File: config.mk
export PLATFORM = sky130hd
export DESIGN_NAME = sync_pulse_gen
export DESIGN_NICKNAME = d
export VERILOG_FILES = /design/src/rtl/sync_pulse_pkg.sv /design/src/rtl/sync_pulse_regs.sv /design/src/rtl/sync_pulse_seq.sv /design/src/rtl/sync_pulse_gen.sv
export SDC_FILE = /design/constraint.sdc
export NUM_CORES = 1
export LEC_CHECK = 0
export BUFFER_PORTS_ARGS = -buffer_cell sky130_fd_sc_hd__buf_2
export CORE_AREA = 8 8 94 181
export CTS_BUF_LIST = sky130_fd_sc_hd__clkbuf_8
export DETAILED_ROUTE_END_ITERATION = 7
export DIE_AREA = 0 0 102 189
export HOLD_SLACK_MARGIN = 0.05
export PLACE_DENSITY = 0.74
export REMOVE_ABC_BUFFERS = 1
export SLEW_MARGIN = 0
export SYNTH_ARGS = -nofsm -noshare
export SYNTH_HDL_FRONTEND = slang
export SYNTH_SLANG_ARGS = --single-unit
File: constraint.sdc
create_clock -name clk -period 5 [get_ports clk]
set_input_delay 0.75 -clock clk [delete_from_list [all_inputs] [get_ports clk]]
set_output_delay 0.75 -clock clk [all_outputs]
set_load 0.03 [all_outputs]
File: src/rtl/sync_pulse_pkg.sv
// Package: register addresses, control bit positions and the state type
// shared by the sync pulse generator modules.
package sync_pulse_pkg;

    localparam int ADDR_W = 2;

    localparam logic [ADDR_W-1:0] REG_CTRL  = 2'd0;
    localparam logic [ADDR_W-1:0] REG_START = 2'd1;
    localparam logic [ADDR_W-1:0] REG_WIDTH = 2'd2;

    localparam int CTRL_BITS   = 2;
    localparam int BIT_UNIT_EN = 0;
    localparam int BIT_OUT_EN  = 1;

    typedef enum logic [1:0] {
        SEQ_IDLE  = 2'd0,
        SEQ_DELAY = 2'd1,
        SEQ_HIGH  = 2'd2
    } seq_state_e;

endpackage

File: src/rtl/sync_pulse_regs.sv
// Module: sync_pulse_regs
// Holds the control, start-delay and width registers and serves reads.
// It also produces run_en, the enable value that applies at the current edge
// (a pending control write wins), so a disable write aborts at once.
// Assumes CNT_W <= DATA_W and that CTRL_BITS fits in DATA_W.
module sync_pulse_regs
    import sync_pulse_pkg::*;
#(
    parameter int DATA_W = 32,
    parameter int CNT_W  = 32
) (
    input  logic              clk,
    input  logic              rst_n,
    input  logic              wr_en,
    input  logic [ADDR_W-1:0] addr,
    input  logic [DATA_W-1:0] wdata,
    output logic [DATA_W-1:0] rd_data,
    output logic [CTRL_BITS-1:0] ctrl_q,
    output logic [CNT_W-1:0]  start_q,
    output logic [CNT_W-1:0]  width_q,
    output logic              run_en
);

    logic wr_ctrl;
    logic wr_start;
    logic wr_width;
    logic [CTRL_BITS-1:0] ctrl_eff;

    // Decode which register a write strobe targets.
    always_comb begin
        wr_ctrl  = wr_en && (addr == REG_CTRL);
        wr_start = wr_en && (addr == REG_START);
        wr_width = wr_en && (addr == REG_WIDTH);
    end

    // Register storage with synchronous active-low reset.
    always_ff @(posedge clk) begin
        if (!rst_n) begin
            ctrl_q  <= '0;
            start_q <= '0;
            width_q <= '0;
        end else begin
            if (wr_ctrl)  ctrl_q  <= wdata[CTRL_BITS-1:0];
            if (wr_start) start_q <= wdata[CNT_W-1:0];
            if (wr_width) width_q <= wdata[CNT_W-1:0];
        end
    end

    // Enable seen by the sequencer at this edge: a control write overrides.
    always_comb begin
        ctrl_eff = wr_ctrl ? wdata[CTRL_BITS-1:0] : ctrl_q;
        run_en   = ctrl_eff[BIT_UNIT_EN] && ctrl_eff[BIT_OUT_EN];
    end

    // Read multiplexer, zero-extended to the data width.
    always_comb begin
        rd_data = '0;
        case (addr)
            REG_CTRL:  rd_data = DATA_W'(ctrl_q);
            REG_START: rd_data = DATA_W'(start_q);
            REG_WIDTH: rd_data = DATA_W'(width_q);
            default:   rd_data = '0;
        endcase
    end

    // a control write is visible in the register after the edge.
    p_ctrl_write_r2: assert property (@(posedge clk) disable iff (!rst_n)
        (wr_en && addr == REG_CTRL) |=> (ctrl_q == $past(wdata[CTRL_BITS-1:0])));

    // a start write lands unchanged.
    p_start_write_r2: assert property (@(posedge clk) disable iff (!rst_n)
        (wr_en && addr == REG_START) |=> (start_q == $past(wdata[CNT_W-1:0])));

endmodule

File: src/rtl/sync_pulse_seq.sv
// Module: sync_pulse_seq
// Sequencer: accepts a trigger only when idle and enabled, counts the start
// delay, then holds the registered output high for the latched width.
// Width 0 is treated as 1. A low run_en returns it to idle at the same edge.
// Assumes trig is a synchronous, single-cycle event.
module sync_pulse_seq
    import sync_pulse_pkg::*;
#(
    parameter int CNT_W = 32
) (
    input  logic             clk,
    input  logic             rst_n,
    input  logic             run_en,
    input  logic             trig,
    input  logic [CNT_W-1:0] start_val,
    input  logic [CNT_W-1:0] width_val,
    output logic             pulse_q,
    output logic             busy
);

    localparam logic [CNT_W-1:0] ONE = CNT_W'(1);

    seq_state_e       state_q, state_d;
    logic [CNT_W-1:0] cnt_q, cnt_d;
    logic [CNT_W-1:0] wlat_q, wlat_d;
    logic             pulse_d;
    logic [CNT_W-1:0] width_m1;

    // Width minus one, with a zero width folded to a single cycle.
    always_comb begin
        width_m1 = (width_val == '0) ? '0 : (width_val - ONE);
    end

    // Next-state logic for the delay/pulse sequence.
    always_comb begin
        state_d = state_q;
        cnt_d   = cnt_q;
        wlat_d  = wlat_q;
        pulse_d = pulse_q;
        if (!run_en) begin
            state_d = SEQ_IDLE;
            cnt_d   = '0;
            pulse_d = 1'b0;
        end else begin
            case (state_q)
                SEQ_IDLE: begin
                    if (trig) begin
                        wlat_d = width_m1;
                        if (start_val == '0) begin
                            state_d = SEQ_HIGH;
                            cnt_d   = width_m1;
                            pulse_d = 1'b1;
                        end else begin
                            state_d = SEQ_DELAY;
                            cnt_d   = start_val - ONE;
                        end
                    end
                end
                SEQ_DELAY: begin
                    if (cnt_q == '0) begin
                        state_d = SEQ_HIGH;
                        cnt_d   = wlat_q;
                        pulse_d = 1'b1;
                    end else begin
                        cnt_d = cnt_q - ONE;
                    end
                end
                SEQ_HIGH: begin
                    if (cnt_q == '0) begin
                        state_d = SEQ_IDLE;
                        pulse_d = 1'b0;
                    end else begin
                        cnt_d = cnt_q - ONE;
                    end
                end
                default: begin
                    state_d = SEQ_IDLE;
                    cnt_d   = '0;
                    pulse_d = 1'b0;
                end
            endcase
        end
    end

    // State, counter, latched width and output flops.
    always_ff @(posedge clk) begin
        if (!rst_n) begin
            state_q <= SEQ_IDLE;
            cnt_q   <= '0;
            wlat_q  <= '0;
            pulse_q <= 1'b0;
        end else begin
            state_q <= state_d;
            cnt_q   <= cnt_d;
            wlat_q  <= wlat_d;
            pulse_q <= pulse_d;
        end
    end

    // Busy flag for the top level.
    always_comb begin
        busy = (state_q != SEQ_IDLE);
    end

    // a low enable leaves the sequencer idle with the output low.
    p_abort_r9: assert property (@(posedge clk) disable iff (!rst_n)
        !run_en |=> (!pulse_q && state_q == SEQ_IDLE));

    // while the delay still runs, a trigger cannot restart it.
    p_delay_runs_r8: assert property (@(posedge clk) disable iff (!rst_n)
        (state_q == SEQ_DELAY && cnt_q != '0 && run_en)
            |=> (state_q == SEQ_DELAY && cnt_q == $past(cnt_q) - ONE));

    // the high phase counts down one per cycle with the output held.
    p_high_holds_r6: assert property (@(posedge clk) disable iff (!rst_n)
        (state_q == SEQ_HIGH && cnt_q != '0 && run_en)
            |=> (pulse_q && cnt_q == $past(cnt_q) - ONE));

    // an idle, enabled trigger with zero start raises the output next.
    p_zero_start_r4: assert property (@(posedge clk) disable iff (!rst_n)
        (state_q == SEQ_IDLE && run_en && trig && start_val == '0) |=> pulse_q);

endmodule

File: src/rtl/sync_pulse_gen.sv
// Module: sync_pulse_gen (top)
// Register block plus sequencer. The compare-1 event enters as trig and the
// registered sequencer output drives sync_out directly, so it cannot glitch.
// Assumes all inputs are synchronous to clk.
module sync_pulse_gen
    import sync_pulse_pkg::*;
#(
    parameter int DATA_W = 32,
    parameter int CNT_W  = 32
) (
    input  logic              clk,
    input  logic              rst_n,
    input  logic              reg_wr_en,
    input  logic [1:0]        reg_addr,
    input  logic [DATA_W-1:0] reg_wdata,
    output logic [DATA_W-1:0] reg_rd_data,
    input  logic              trig,
    output logic              sync_out
);

    logic [CTRL_BITS-1:0] ctrl_q;
    logic [CNT_W-1:0]     start_q;
    logic [CNT_W-1:0]     width_q;
    logic                 run_en;
    logic                 busy;

    // Register file instance.
    sync_pulse_regs #(.DATA_W(DATA_W), .CNT_W(CNT_W)) u_regs (
        .clk     (clk),
        .rst_n   (rst_n),
        .wr_en   (reg_wr_en),
        .addr    (reg_addr),
        .wdata   (reg_wdata),
        .rd_data (reg_rd_data),
        .ctrl_q  (ctrl_q),
        .start_q (start_q),
        .width_q (width_q),
        .run_en  (run_en)
    );

    // Delay and pulse sequencer instance.
    sync_pulse_seq #(.CNT_W(CNT_W)) u_seq (
        .clk       (clk),
        .rst_n     (rst_n),
        .run_en    (run_en),
        .trig      (trig),
        .start_val (start_q),
        .width_val (width_q),
        .pulse_q   (sync_out),
        .busy      (busy)
    );

    // the output is high only while both stored enables are set.
    p_out_gated_r3: assert property (@(posedge clk) disable iff (!rst_n)
        sync_out |-> (ctrl_q[BIT_UNIT_EN] && ctrl_q[BIT_OUT_EN]));

    // a high output always belongs to an active sequence.
    p_out_busy_r10: assert property (@(posedge clk) disable iff (!rst_n)
        sync_out |-> busy);

endmodule

* Yosys cells after proc, flatten, opt, wreduce, memory -nomap -nowiden
Cells that the tools add are included.
** Operators by class
- Add/sub/neg operators :: 3
- Multipliers :: 0
- Divide/modulo/power cells :: 0
- Magnitude comparators :: 0
- Equality and inequality tests :: 9
- Shift operators :: 0
- Muxes and demuxes :: 18
- Bitwise gates (word level) :: 0
- Reduce and logical (&&, ||, !) cells :: 14
** Operators by type and width (number)
- $pmux 32 s3 :: 2
- $mux 32 :: 5
- $logic_not 32->1 :: 3
- $sub 32x1->32 const B :: 3
- $mux 2 :: 5
- $ne 2x1->1 const B :: 3
- $pmux 2 s3 :: 1
- $reduce_and 3->1 :: 2
- $eq 2x1->1 const B :: 2
- $eq 2x2->1 const B :: 2
- $logic_and 1x1->1 :: 4
- $logic_not 2->1 :: 2
- $mux 1 :: 4
- $ne 2x2->1 const B :: 2
- $reduce_and 2->1 :: 2
- $reduce_and 4->1 :: 1
- $pmux 1 s3 :: 1
** Storage, ports and cells
- Bits in registers :: 133
- Latch bits :: 0
- RAM bits :: 0
- Bits in read-only memories :: 0
- Memories :: 0

* Depth between registers and ports, before layout
Gate-level depths: netlist (run 1).
- Depth in word-level cells :: 5
- Mapped depth :: 11
- Mapped depth without buffers :: 9

* Cells and area by module
From an unflattened synthesis (run 1), not the netlist that was laid out.
** Unflattened totals
- Cell total of the unflattened synthesis :: 1016
- Area, all modules :: 8240.4 um^2
** Modules (own cells, without submodules)
- sync_pulse_seq :: times used 1, cells an instance 717, area an instance 5365.1 um^2, sequential area each 1341.3 um^2
- sync_pulse_regs :: times used 1, cells an instance 299, area an instance 2875.3 um^2, sequential area each 1321.3 um^2

* Worst setup path after synthesis (run 1)
No wires, ideal clock.
- Kind :: register to register
- Start point :: register u_regs.start_q[14]
- End point :: register u_seq.cnt_q[1]
- Library setup time :: 73 ps
- Data arrival time :: 2511 ps
- Setup slack :: 2416 ps
- Cell stages (with the launch flop) :: 8
- Path buffers :: 0
- Clock period less this slack :: 2584 ps
- Cells stage by stage :: dfxtp_1 > or4_4 > or4_4 > or4_4 > or3_1 > o221ai_2 > a21oi_2 > o22ai_2
** Between the ends
- Longest elaborated chain between the ends :: 4
** RTL lines
- from (decl) :: line sync_pulse_regs.sv:19 : output logic [CNT_W-1:0] start_q,
- from (signal assigned) :: line sync_pulse_regs.sv:44 : if (wr_start) start_q <= wdata[CNT_W-1:0];
- $logic_not 32->1 :: line sync_pulse_seq.sv:49 : if (start_val == '0) begin
- $mux 32 :: line sync_pulse_seq.sv:49
- $mux 32 :: line sync_pulse_seq.sv:47 : if (trig) begin
- $pmux 32 s3 :: line sync_pulse_seq.sv:45 : case (state_q)
- to (signal assigned) :: line sync_pulse_seq.sv:94 : cnt_q <= cnt_d;
- to (decl) :: line sync_pulse_seq.sv:24 : logic [CNT_W-1:0] cnt_q, cnt_d;
Every way passes these cells. The select of a mux whose other input is x is not followed.
A chain may end at the register's enable or synchronous reset.

* Final worst setup path (run 1)
- Start point :: register u_seq.cnt_q[4]
- End point :: register u_seq.cnt_q[15]
** Between the ends
- Longest elaborated chain between the ends :: 3
** RTL lines
- $sub 32x1->32 / $logic_not 32->1 (equally long branches)
- $mux 32 (tied with other cells) :: line sync_pulse_seq.sv:69 : if (cnt_q == '0) begin
- $pmux 32 s3 / $reduce_and 2->1 (equally long branches)
Several ways; a longest one is shown, not always the timed one. The select of a mux whose other input is x is not followed.

==> results of run 1 <==
layer usage:
layer,track usage,vias up
li1,-,3741
met1,0.319,3630
met2,0.423,301
met3,0.0368,49
met4,0.109,0
met5,0,-
kinds of logic after synthesis:
family / after synthesis / share of synthesized area
xor+xnor: 62 / 0.0685
mux: 8 / 0.0103
flops: 133 / 0.336
buf+inv: 73 / 0.0437
fa+ha+maj: 6 / 0.00947
compound gates: 273 / 0.243
simple gates: 460 / 0.289
sequential cells by signal, summed over array words and instances, names as in the netlist:
| register | cells |
|---|---|
| u_seq.pulse_q | 1 |
| u_regs.ctrl_q | 2 |
| u_seq.state_q | 2 |
| u_regs.start_q | 32 |
| u_seq.wlat_q | 32 |
| u_regs.width_q | 32 |
| u_seq.cnt_q | 32 |
cell type report:
cell class / count / area (µm²) / share of cell area
flip-flops and latches: 133 / 2660 / 0.306
multi-input cells: 809 / 4930 / 0.566
inverters: 6 / 22.5 / 0.00259
clock buffers: 17 / 234 / 0.0269
clock inverters: 15 / 131 / 0.0151
well taps: 195 / 244 / 0.0280
repair buffers: 88 / 485 / 0.0558
final timing paths:
check	end	from	cells past startpoint	slack, ns
worst min register to register	u_seq.cnt_q[14]$_SDFFE_PN0P_	u_seq.cnt_q[14]$_SDFFE_PN0P_	2	0.50
worst max-delay path	u_seq.cnt_q[15]$_SDFFE_PN0P_	u_seq.cnt_q[4]$_SDFFE_PN0P_	8	1.59
worst max register to register	u_seq.cnt_q[15]$_SDFFE_PN0P_	u_seq.cnt_q[4]$_SDFFE_PN0P_	8	1.59
worst min-delay path	u_seq.cnt_q[14]$_SDFFE_PN0P_	u_seq.cnt_q[14]$_SDFFE_PN0P_	2	0.50
cells in the final DEF (no fill, tap or decap), drive strengths merged, types with 11 or more instances in the layout:
master and n:
a21oi 28, nand2 192, o21ai 58, nor3 57
o211ai 11, a22oi 26, and2 16, nand3 13
dfxtp 133, buf 88, or3 16, nor2 58
a22o 35, a21boi 64, nor4 26, clkbuf 17
nor2b 30, xor2 32, or4 17, xnor2 30
through the flow:
stage	hold slack [ns]	total power [W]	std cells	instance area, µm²	setup WS, ns
5_1_grt	0.528	0.00270	1263	8710	1.28
3_3_place_gp	0.463	0.00173	1231	8340	1.34
2_1_floorplan	0.445	0.00154	948	7610	1.51
3_5_place_dp	0.473	0.00174	1231	8340	1.26
6_report	0.497	0.00259	1263	8710	1.59
4_1_cts	0.484	0.00259	1263	8710	1.62
worst max-delay path: stages, from the launching register on:
cell,delay [ns]
dfxtp_1,0.38
or4_1,0.63
nor4_4,0.42
a31oi_1,0.32
o211ai_1,0.86
buf_4,0.33
a21oi_1,0.06
o21ai_0,0.16
o311ai_1,0.12
power groups by stage:
stage / combinational, W / clock (W) / sequential (W)
after floorplan: 0.000412 / 0 / 0.00113
after global placement: 0.000593 / 0 / 0.00114
after detailed placement: 0.000597 / 0 / 0.00114
after CTS: 0.000600 / 0.000874 / 0.00111
after global routing: 0.000656 / 0.000927 / 0.00112
final: 0.000605 / 0.000867 / 0.00111
==> results.sh, run 1 <==
export IMPL_outcome="completed"
export IMPL_synth_edf_count=0
export IMPL_fill_cells=1419
export IMPL_boundaryPins=71
export IMPL_p_leak_nw=3.39
export IMPL_finalSetupViolations=0
export IMPL_nets=1099
export IMPL_hold_viol_final=0
export IMPL_switching_share=0.343
export IMPL_cts_max_level=4
export IMPL_critPathArrivalTime_ns=3.73
export IMPL_pwr_density_cell_mw_per_mm2=297
export IMPL_drv_slew=0
export IMPL_dieArea_mm2=0.0193
export IMPL_startpoint_type="register"
export IMPL_synth_most_common_cell="nand2_1"
export IMPL_wl_met3_mm=1.27
export IMPL_routabilityCongestion=0.934
export IMPL_yosysSeqAreaShare=0.336
export IMPL_cp_required_ns=5.32
export IMPL_wl_met1_mm=10.3
export IMPL_postSynthCellCount=1015
export IMPL_diodes=0
export IMPL_core_region_area_mm2=0.0147
export IMPL_grt_max_degree=100
export IMPL_cts_buffers=17
export IMPL_port_buffers=70
export IMPL_ys_async_sr_fraction=0
export IMPL_wl_per_cell_um=19.4
export IMPL_synth_top_cell_area_share=0.336
export IMPL_worst_pin_slew_ns=1.09
export IMPL_fp_row_count=63
export IMPL_grt_pass1_wl_mm=39.1
export IMPL_track_usage=0.256
export IMPL_yosys_top_cells_area="dfxtp_1 (34%), nand2_1 (9.0%), a21boi_0 (6.1%), a22o_1 (3.8%), xor2_1 (3.5%)"
export IMPL_ctsHoldBuffers=0
export IMPL_synth_largest_area_cell="dfxtp_1"
export IMPL_final_core_util=0.594
export IMPL_syn_avg_cell_area_um2=7.81
export IMPL_detail_route_antenna_nets=0
export IMPL_hold_path_class="reg -> reg"
export IMPL_synth_ff_type="dfxtp_1"
export IMPL_drive_above_1_share=0.140
export IMPL_synth_seq_cells=133
export IMPL_fmax_mhz=293
export IMPL_vias_per_cell=6.11
export IMPL_cts_resized=0
export IMPL_p_seq_frac=0.431
export IMPL_finClkSkew_ns=0.0181
export IMPL_rsz0062_at_grt="false"
export IMPL_period_minus_slack_ns=3.41
export IMPL_ys_types=74
export IMPL_antenna_found_initial=0
export IMPL_drtPass1Iterations=5
export IMPL_totalWireLength_mm=24.5
export IMPL_synth_top_cells_by_count="nand2_1 (191), dfxtp_1 (133), a21boi_0 (64), nor2_1 (57), nor3_1 (55)"
export IMPL_post_cts_buffers=0
export IMPL_dr_wl_met2_mm=12.1
export IMPL_p_switching_w=0.000888
export IMPL_peakVddDrop_v=0.000171
export IMPL_power_internal_w=0.00170
export IMPL_grt_overflow=0
export IMPL_setup_tns_ns=0
export IMPL_period_share=0.682
export IMPL_ys_warn_count=0
export IMPL_path_class="reg -> reg"
export IMPL_routed_via_count=7721
export IMPL_clk_pin_slew_worst_paths_ns=0.09
export IMPL_start_util=0.541
export IMPL_cts_tree="yes"
export IMPL_clk_latency_ns=0.45
export IMPL_syn_area_mm2=0.00793
export IMPL_drtIter0Drc=536
export IMPL_maxCapViolCount=0
export IMPL_dp_hpwl_mm=17.9
export IMPL_clkPwrFrac=0.335
export IMPL_die_y_um=189
export IMPL_maxSlewHeadroom=0.271
export IMPL_critPathCaptureType="register"
export IMPL_clk_path_buf_depth=2
export IMPL_cp_max_fo=14
export IMPL_fp_dieW_um=102
export IMPL_grt_pass1_vias=7438
export IMPL_clock_sinks=133
export IMPL_drc=0
export IMPL_cts_root_buffer="clkbuf_8"
export IMPL_routed_top_layer="met4"
export IMPL_p_comb_frac=0.234
export IMPL_areaGrowthSynthToFinish_pct=9.78
Note: power is estimated with default switching activity, not from simulation.
==> run 2, diff against run 1 <==
- ABC_AREA: not set -> 1
- CORE_AREA: 8 8 94 181 -> 8 8 100 192
- DIE_AREA: 0 0 102 189 -> 0 0 108 200
- PLACE_DENSITY: 0.74 -> 0.75
- clock period: 5 -> 2.8 ns (I/O delays scaled with it)
==> results.sh, run 2 <==
export IMPL_fmax_mhz=427
export IMPL_wl_per_cell_um=19.7
export IMPL_peakVddDrop_v=0.000370
export IMPL_ctsHoldBuffers=0
export IMPL_routabilityCongestion=1.03
export IMPL_fill_cells=1711
export IMPL_synth_ff_type="dfxtp_1"
export IMPL_cts_resized=0
export IMPL_critPathCaptureType="register"
export IMPL_layout_commonest_cell="nand2_1"
export IMPL_syn_area_mm2=0.00895
export IMPL_areaGrowthSynthToFinish_pct=10.3
export IMPL_seqCellArea_mm2=0.00266
export IMPL_dp_hpwl_mm=27.7
export IMPL_synth_seq_cells=133
export IMPL_grt_overflow=0
export IMPL_hold_viol_final=0
export IMPL_fp_row_count=67
export IMPL_cts_tree="yes"
export IMPL_cp_common_cell="nand2_1"
export IMPL_diodes=0
export IMPL_fp_dieW_um=108
export IMPL_fin_cells=1747
export IMPL_final_cell_mix="nand2_1 (335), nor2_1 (221), inv_1 (154)"
export IMPL_detail_route_antenna_nets=0
export IMPL_boundaryPins=71
export IMPL_syn_avg_cell_area_um2=6.09
export IMPL_totalWireLength_mm=34.3
export IMPL_drtPass1Iterations=8
export IMPL_grt_pass1_wl_mm=54.0
export IMPL_multi_input_comb_area_mm2=0.00540
export IMPL_critPathMaxStageDelay_ns=0.33
export IMPL_p_seq_frac=0.387
export IMPL_postSynthCellCount=1468
export IMPL_nets=1571
export IMPL_cts_buffers=17
export IMPL_setup_tns_ns=0
export IMPL_drc=0
export IMPL_critPathArrivalTime_ns=2.69
export IMPL_p_leak_nw=4.54
export IMPL_drive_above_1_share=0.128
export IMPL_whs_ns=0.240
export IMPL_cp_max_fo=6
export IMPL_finalSetupViolations=0
export IMPL_p_comb_frac=0.291
export IMPL_ys_async_sr_fraction=0
export IMPL_stdcell_area_mm2=0.00986
export IMPL_core_region_area_mm2=0.0167
export IMPL_dp_cells=1715
export IMPL_slowest_stage="inv_1"
export IMPL_synth_edf_count=0
export IMPL_cp_required_ns=3.14
export IMPL_post_cts_buffers=0
export IMPL_cts_root_buffer="clkbuf_8"
export IMPL_antenna_found_initial=0
export IMPL_place_area_mm2=0.00946
export IMPL_yosys_top_cells_area="dfxtp_1 (30%), nand2_1 (14%), nor2_1 (9.3%), a21oi_1 (7.8%), o21ai_0 (7.1%)"
export IMPL_outcome="completed"
export IMPL_ys_types=43
export IMPL_startpoint_type="register"
export IMPL_rsz0062_at_grt="false"
export IMPL_synth_top_cell_area_share=0.298
export IMPL_period_share=0.837
export IMPL_finClkSkew_ns=0.0168
export IMPL_crit_family="simple AND/OR/NAND/NOR gates"
export IMPL_drv_slew=0
export IMPL_grt_pass1_vias=9864
export IMPL_start_util=0.536
export IMPL_hold_path_class="in -> reg"
export IMPL_die_y_um=200
export IMPL_maxCapViolCount=0
export IMPL_ys_warn_count=0
export IMPL_worst_pin_slew_ns=0.767
export IMPL_track_usage=0.329
export IMPL_power_internal_w=0.00324
export IMPL_min_from="reg_wdata[19]"
export IMPL_clkPwrFrac=0.322
export IMPL_vias_per_cell=5.64
export IMPL_synth_most_common_cell="nand2_1"
export IMPL_r2r_start="u_regs.width_q[0]$_SDFFE_PN0P_"
export IMPL_crit_buf_inv=2
export IMPL_grt_max_degree=44
export IMPL_clk_latency_ns=0.47
export IMPL_dieArea_mm2=0.0216
export IMPL_clk_path_buf_depth=2
export IMPL_pwr_density_cell_mw_per_mm2=528
export IMPL_switching_share=0.378
export IMPL_clock_sinks=133
export IMPL_cts_max_level=4
export IMPL_p_switching_w=0.00197
export IMPL_path_class="reg -> reg"
export IMPL_crit_chain="inv_1 -> nand2_1 -> nor2_2 -> nand2_1 -> inv_1 -> nand4_1 -> nand4_1 -> nand3_1 -> nand2_1 -> a21oi_2"
export IMPL_port_buffers=70
export IMPL_clk_pin_slew_worst_paths_ns=0.08
export IMPL_critical_path_startpoint="u_regs.width_q[0]$_SDFFE_PN0P_"
export IMPL_synth_top_cells_by_count="nand2_1 (336), nor2_1 (221), inv_1 (153), a21oi_1 (139), dfxtp_1 (133)"
export IMPL_routed_via_count=9849
export IMPL_maxSlewHeadroom=0.487
export IMPL_drtIter0Drc=583
export IMPL_period_minus_slack_ns=2.34
export IMPL_yosysSeqAreaShare=0.298
export IMPL_synth_largest_area_cell="dfxtp_1"
==> run 2: changes by cell type after synthesis, sizes merged, moves of 30 or more <==
cell,previous run,this run
a22o,35,0
a21oi,28,144
nor2b,30,0
a21boi,64,0
inv,6,159
o21ai,58,145
nor2,58,261
nand2,192,348
nand3,13,102
nor3,57,6
==> run 2: logic make-up after synthesis <==
logic type      Yosys count  share of synthesized area
compound gates          331                      0.196
xor+xnor                 37                     0.0362
fa+ha+maj                 6                    0.00839
buf+inv                 217                     0.0999
flops                   133                      0.298
simple gates            744                      0.362
==> run 2: worst paths after layout <==
path	slack [ns]	cells after the start	to
worst max-delay path	0.46	10	u_seq.cnt_q[25]$_SDFFE_PN0P_
worst min-delay path	0.24	3	u_regs.width_q[19]$_SDFFE_PN0P_
worst max register to register	0.46	10	u_seq.cnt_q[25]$_SDFFE_PN0P_
worst min register to register	0.45	2	u_seq.wlat_q[5]$_SDFFE_PN0P_
==> run 2: through the flow <==
stage / total power, W / setup WS [ns] / utilization
after detailed placement: 0.00353 / 0.552 / 0.567
after global routing: 0.00546 / 0.339 / 0.591
after global placement: 0.00354 / 0.536 / 0.567
after floorplan: 0.00301 / 0.188 / -
final: 0.00521 / 0.457 / 0.591
after CTS: 0.00518 / 0.555 / 0.591
==> run 2: power groups by stage <==
stage	combinational [W]	clock (W)	sequential, W
3_5_place_dp	0.00147	0	0.00206
6_report	0.00151	0.00168	0.00202
3_3_place_gp	0.00148	0	0.00206
2_1_floorplan	0.000972	0	0.00204
4_1_cts	0.00148	0.00169	0.00202
5_1_grt	0.00167	0.00177	0.00202
==> run 2: layout make-up <==
cell class                 count  share of cell area
multi-input combinational   1118               0.547
clock inverter                12              0.0131
clock buffer                  20              0.0279
tap                          207              0.0263
timing repair buffer          93              0.0530
inverter                     164              0.0625
sequential                   133               0.270
==> run 2: layer usage <==
metal  wire, µm  vias to the layer above  global-route usage  share of wire
met3       1380                      126              0.0444          0.040
met5          0                        -                   0              0
met2      17900                      366               0.593           0.52
met4       2670                        0               0.252          0.078
li1           -                     4891                   -              -
met1      12400                     4466               0.333           0.36
==> run 2: worst register-to-register path, cell delays in order, from the launching register on <==
cell     delay [ns]
dfxtp_1        0.31
inv_1          0.16
nand2_1        0.19
nor2_2         0.31
nand2_1        0.27
inv_1          0.33
nand4_1        0.24
nand4_1        0.19
nand3_1        0.09
nand2_1        0.08
a21oi_2        0.05
==> run 3, diff against run 2 <==
- PLACE_DENSITY: 0.75 -> 0.73
- clock period: 2.8 -> 2.25 ns (I/O delays scaled with it)
==> results.sh, run 3 (same netlist as run 2, synthesis figures left out) <==
export IMPL_outcome="completed"
export IMPL_clock_sinks=133
export IMPL_period_share=0.955
export IMPL_fmax_mhz=465
export IMPL_ctsHoldBuffers=0
export IMPL_fp_dieW_um=108
export IMPL_finalSetupViolations=0
export IMPL_critPathArrivalTime_ns=2.54
export IMPL_startpoint_type="register"
export IMPL_critPathCaptureType="register"
export IMPL_drtPass1Iterations=7
export IMPL_grt_pass1_vias=10265
export IMPL_reg2reg_depth=11
export IMPL_drv_slew=0
export IMPL_dp_hpwl_mm=28.4
export IMPL_nets=1620
export IMPL_dr_wl_met2_mm=18.3
export IMPL_dp_cells=1759
export IMPL_cts_max_level=4
export IMPL_cp_max_fo=5
export IMPL_clk_path_buf_depth=2
export IMPL_die_y_um=200
export IMPL_period_minus_slack_ns=2.15
export IMPL_maxSlewHeadroom=0.507
export IMPL_grt_overflow=0
export IMPL_layout_commonest_cell="nand2_1"
export IMPL_diodes=0
export IMPL_grt_max_degree=90
export IMPL_hold_path_class="in -> reg"
export IMPL_fp_row_count=67
export IMPL_fin_cells=1796
export IMPL_routed_top_layer="met4"
export IMPL_r2r_start="u_regs.width_q[9]$_SDFFE_PN0P_"
export IMPL_areaGrowthSynthToFinish_pct=15.8
export IMPL_core_region_area_mm2=0.0167
export IMPL_worst_pin_slew_ns=0.739
export IMPL_drtIter0Drc=729
export IMPL_cts_tree="yes"
export IMPL_p_leak_nw=4.83
export IMPL_peakVddDrop_v=0.000435
export IMPL_grt_pass1_wl_mm=55.5
export IMPL_rsz0062_at_grt="true"
export IMPL_cts_buffers=17
export IMPL_cts_root_buffer="clkbuf_8"
export IMPL_wl_met1_mm=12.5
export IMPL_r2r_end="u_seq.cnt_q[19]$_SDFFE_PN0P_"
export IMPL_boundaryPins=71
export IMPL_track_usage=0.340
export IMPL_final_core_util=0.621
export IMPL_wl_met3_mm=1.74
export IMPL_clk_latency_ns=0.46
export IMPL_cp_required_ns=2.64
export IMPL_reg2reg_slack_ns=0.10
export IMPL_final_cell_mix="nand2_1 (333), nor2_1 (211), inv_1 (152)"
export IMPL_pwr_density_cell_mw_per_mm2=664
export IMPL_detail_route_antenna_nets=0
export IMPL_start_util=0.536
export IMPL_drive_above_1_share=0.164
export IMPL_critical_path_startpoint="u_regs.width_q[9]$_SDFFE_PN0P_"
export IMPL_dieArea_mm2=0.0216
export IMPL_routabilityCongestion=1.10
export IMPL_antenna_found_initial=0
export IMPL_endpoint="u_seq.cnt_q[19]$_SDFFE_PN0P_"
export IMPL_routed_via_count=10196
export IMPL_vias_per_cell=5.68
export IMPL_clk_pin_slew_worst_paths_ns=0.08
export IMPL_drc=0
export IMPL_path_class="reg -> reg"
export IMPL_wl_per_cell_um=19.9
export IMPL_totalWireLength_mm=35.8
export IMPL_port_buffers=70
export IMPL_hold_viol_final=0
export IMPL_maxCapViolCount=0
export IMPL_finClkSkew_ns=0.0110
[run 3: cell types whose count changed in the layout (fill, tap and decap cells not counted), sizes merged]
cell | previous run | this run
buf | 93 | 141
bufinv | 2 | 4
clkinvlp | 5 | 4
inv | 161 | 159
clkbuf | 20 | 21
nor2 | 261 | 262
[run 3: critical path, cell delays in order (launching register included)]
cell and delay [ns]:
dfxtp_1 0.43, nor2_2 0.19, nand2_1 0.10, nor2_1 0.27, nand2_1 0.26, o21ai_0 0.23
nand3_1 0.16, nand2_1 0.09, nand3_1 0.09, nand2_1 0.08, nand2_1 0.05, a21oi_1 0.13
[run 3: worst min path at each step]
stage,from,endpoint,depth (start not counted)
3_3_place_gp,u_seq.wlat_q[6]$_SDFFE_PN0P_,u_seq.wlat_q[6]$_SDFFE_PN0P_,2
4_1_cts,reg_wdata[17],u_regs.width_q[17]$_SDFFE_PN0P_,3
6_report,reg_wdata[13],u_regs.width_q[13]$_SDFFE_PN0P_,3
2_1_floorplan,u_seq.wlat_q[6]$_SDFFE_PN0P_,u_seq.wlat_q[6]$_SDFFE_PN0P_,2
3_5_place_dp,u_seq.wlat_q[11]$_SDFFE_PN0P_,u_seq.wlat_q[11]$_SDFFE_PN0P_,2
5_1_grt,reg_wdata[17],u_regs.width_q[17]$_SDFFE_PN0P_,3
[run 3: what timing repair did]
action,CTS,global route
resized for setup,0,20
setup buffers,0,4
hold endpoints to repair,0,0
endpoints found under the setup margin,0,25
[run 3: cell type report]
class | instances | area (µm²)
Timing Repair Buffer | 141 | 896
Inverter | 164 | 617
Sequential cell | 133 | 2660
Clock buffer | 21 | 289
Fill cell | 1689 | 6320
Multi-Input combinational cell | 1119 | 5460
Clock inverter | 11 | 173
Tap cell | 207 | 259
[run 3: routing by layer]
| layer | track usage | vias to the layer above |
|---|---|---|
| li1 | - | 4985 |
| met1 | 0.334 | 4636 |
| met2 | 0.600 | 425 |
| met3 | 0.0492 | 150 |
| met4 | 0.303 | 0 |
| met5 | 0 | - |
[run 3: per-stage QoR]
step	TNS, ns	area, µm²	hold slack (ns)	setup slack, ns	total power, W
finish	0	10400	0.165	0.102	0.00688
global route	0	10400	0.181	0.000339	0.00718
CTS	0	10300	0.142	0.00341	0.00680
detailed placement	-0.000246	9800	0.447	-0.000246	0.00448
global placement	0	9800	0.439	0.0342	0.00448
floorplan	-8.04	8670	0.424	-0.362	0.00375
[run 3: report_power, final]
group	leakage (nW)	total [W]	switching (W)	internal [W]
Combinational	3.53	0.00204	0.00141	0.000627
Sequential	1.08	0.00251	0.0000773	0.00243
Clock	0.220	0.00234	0.00101	0.00133
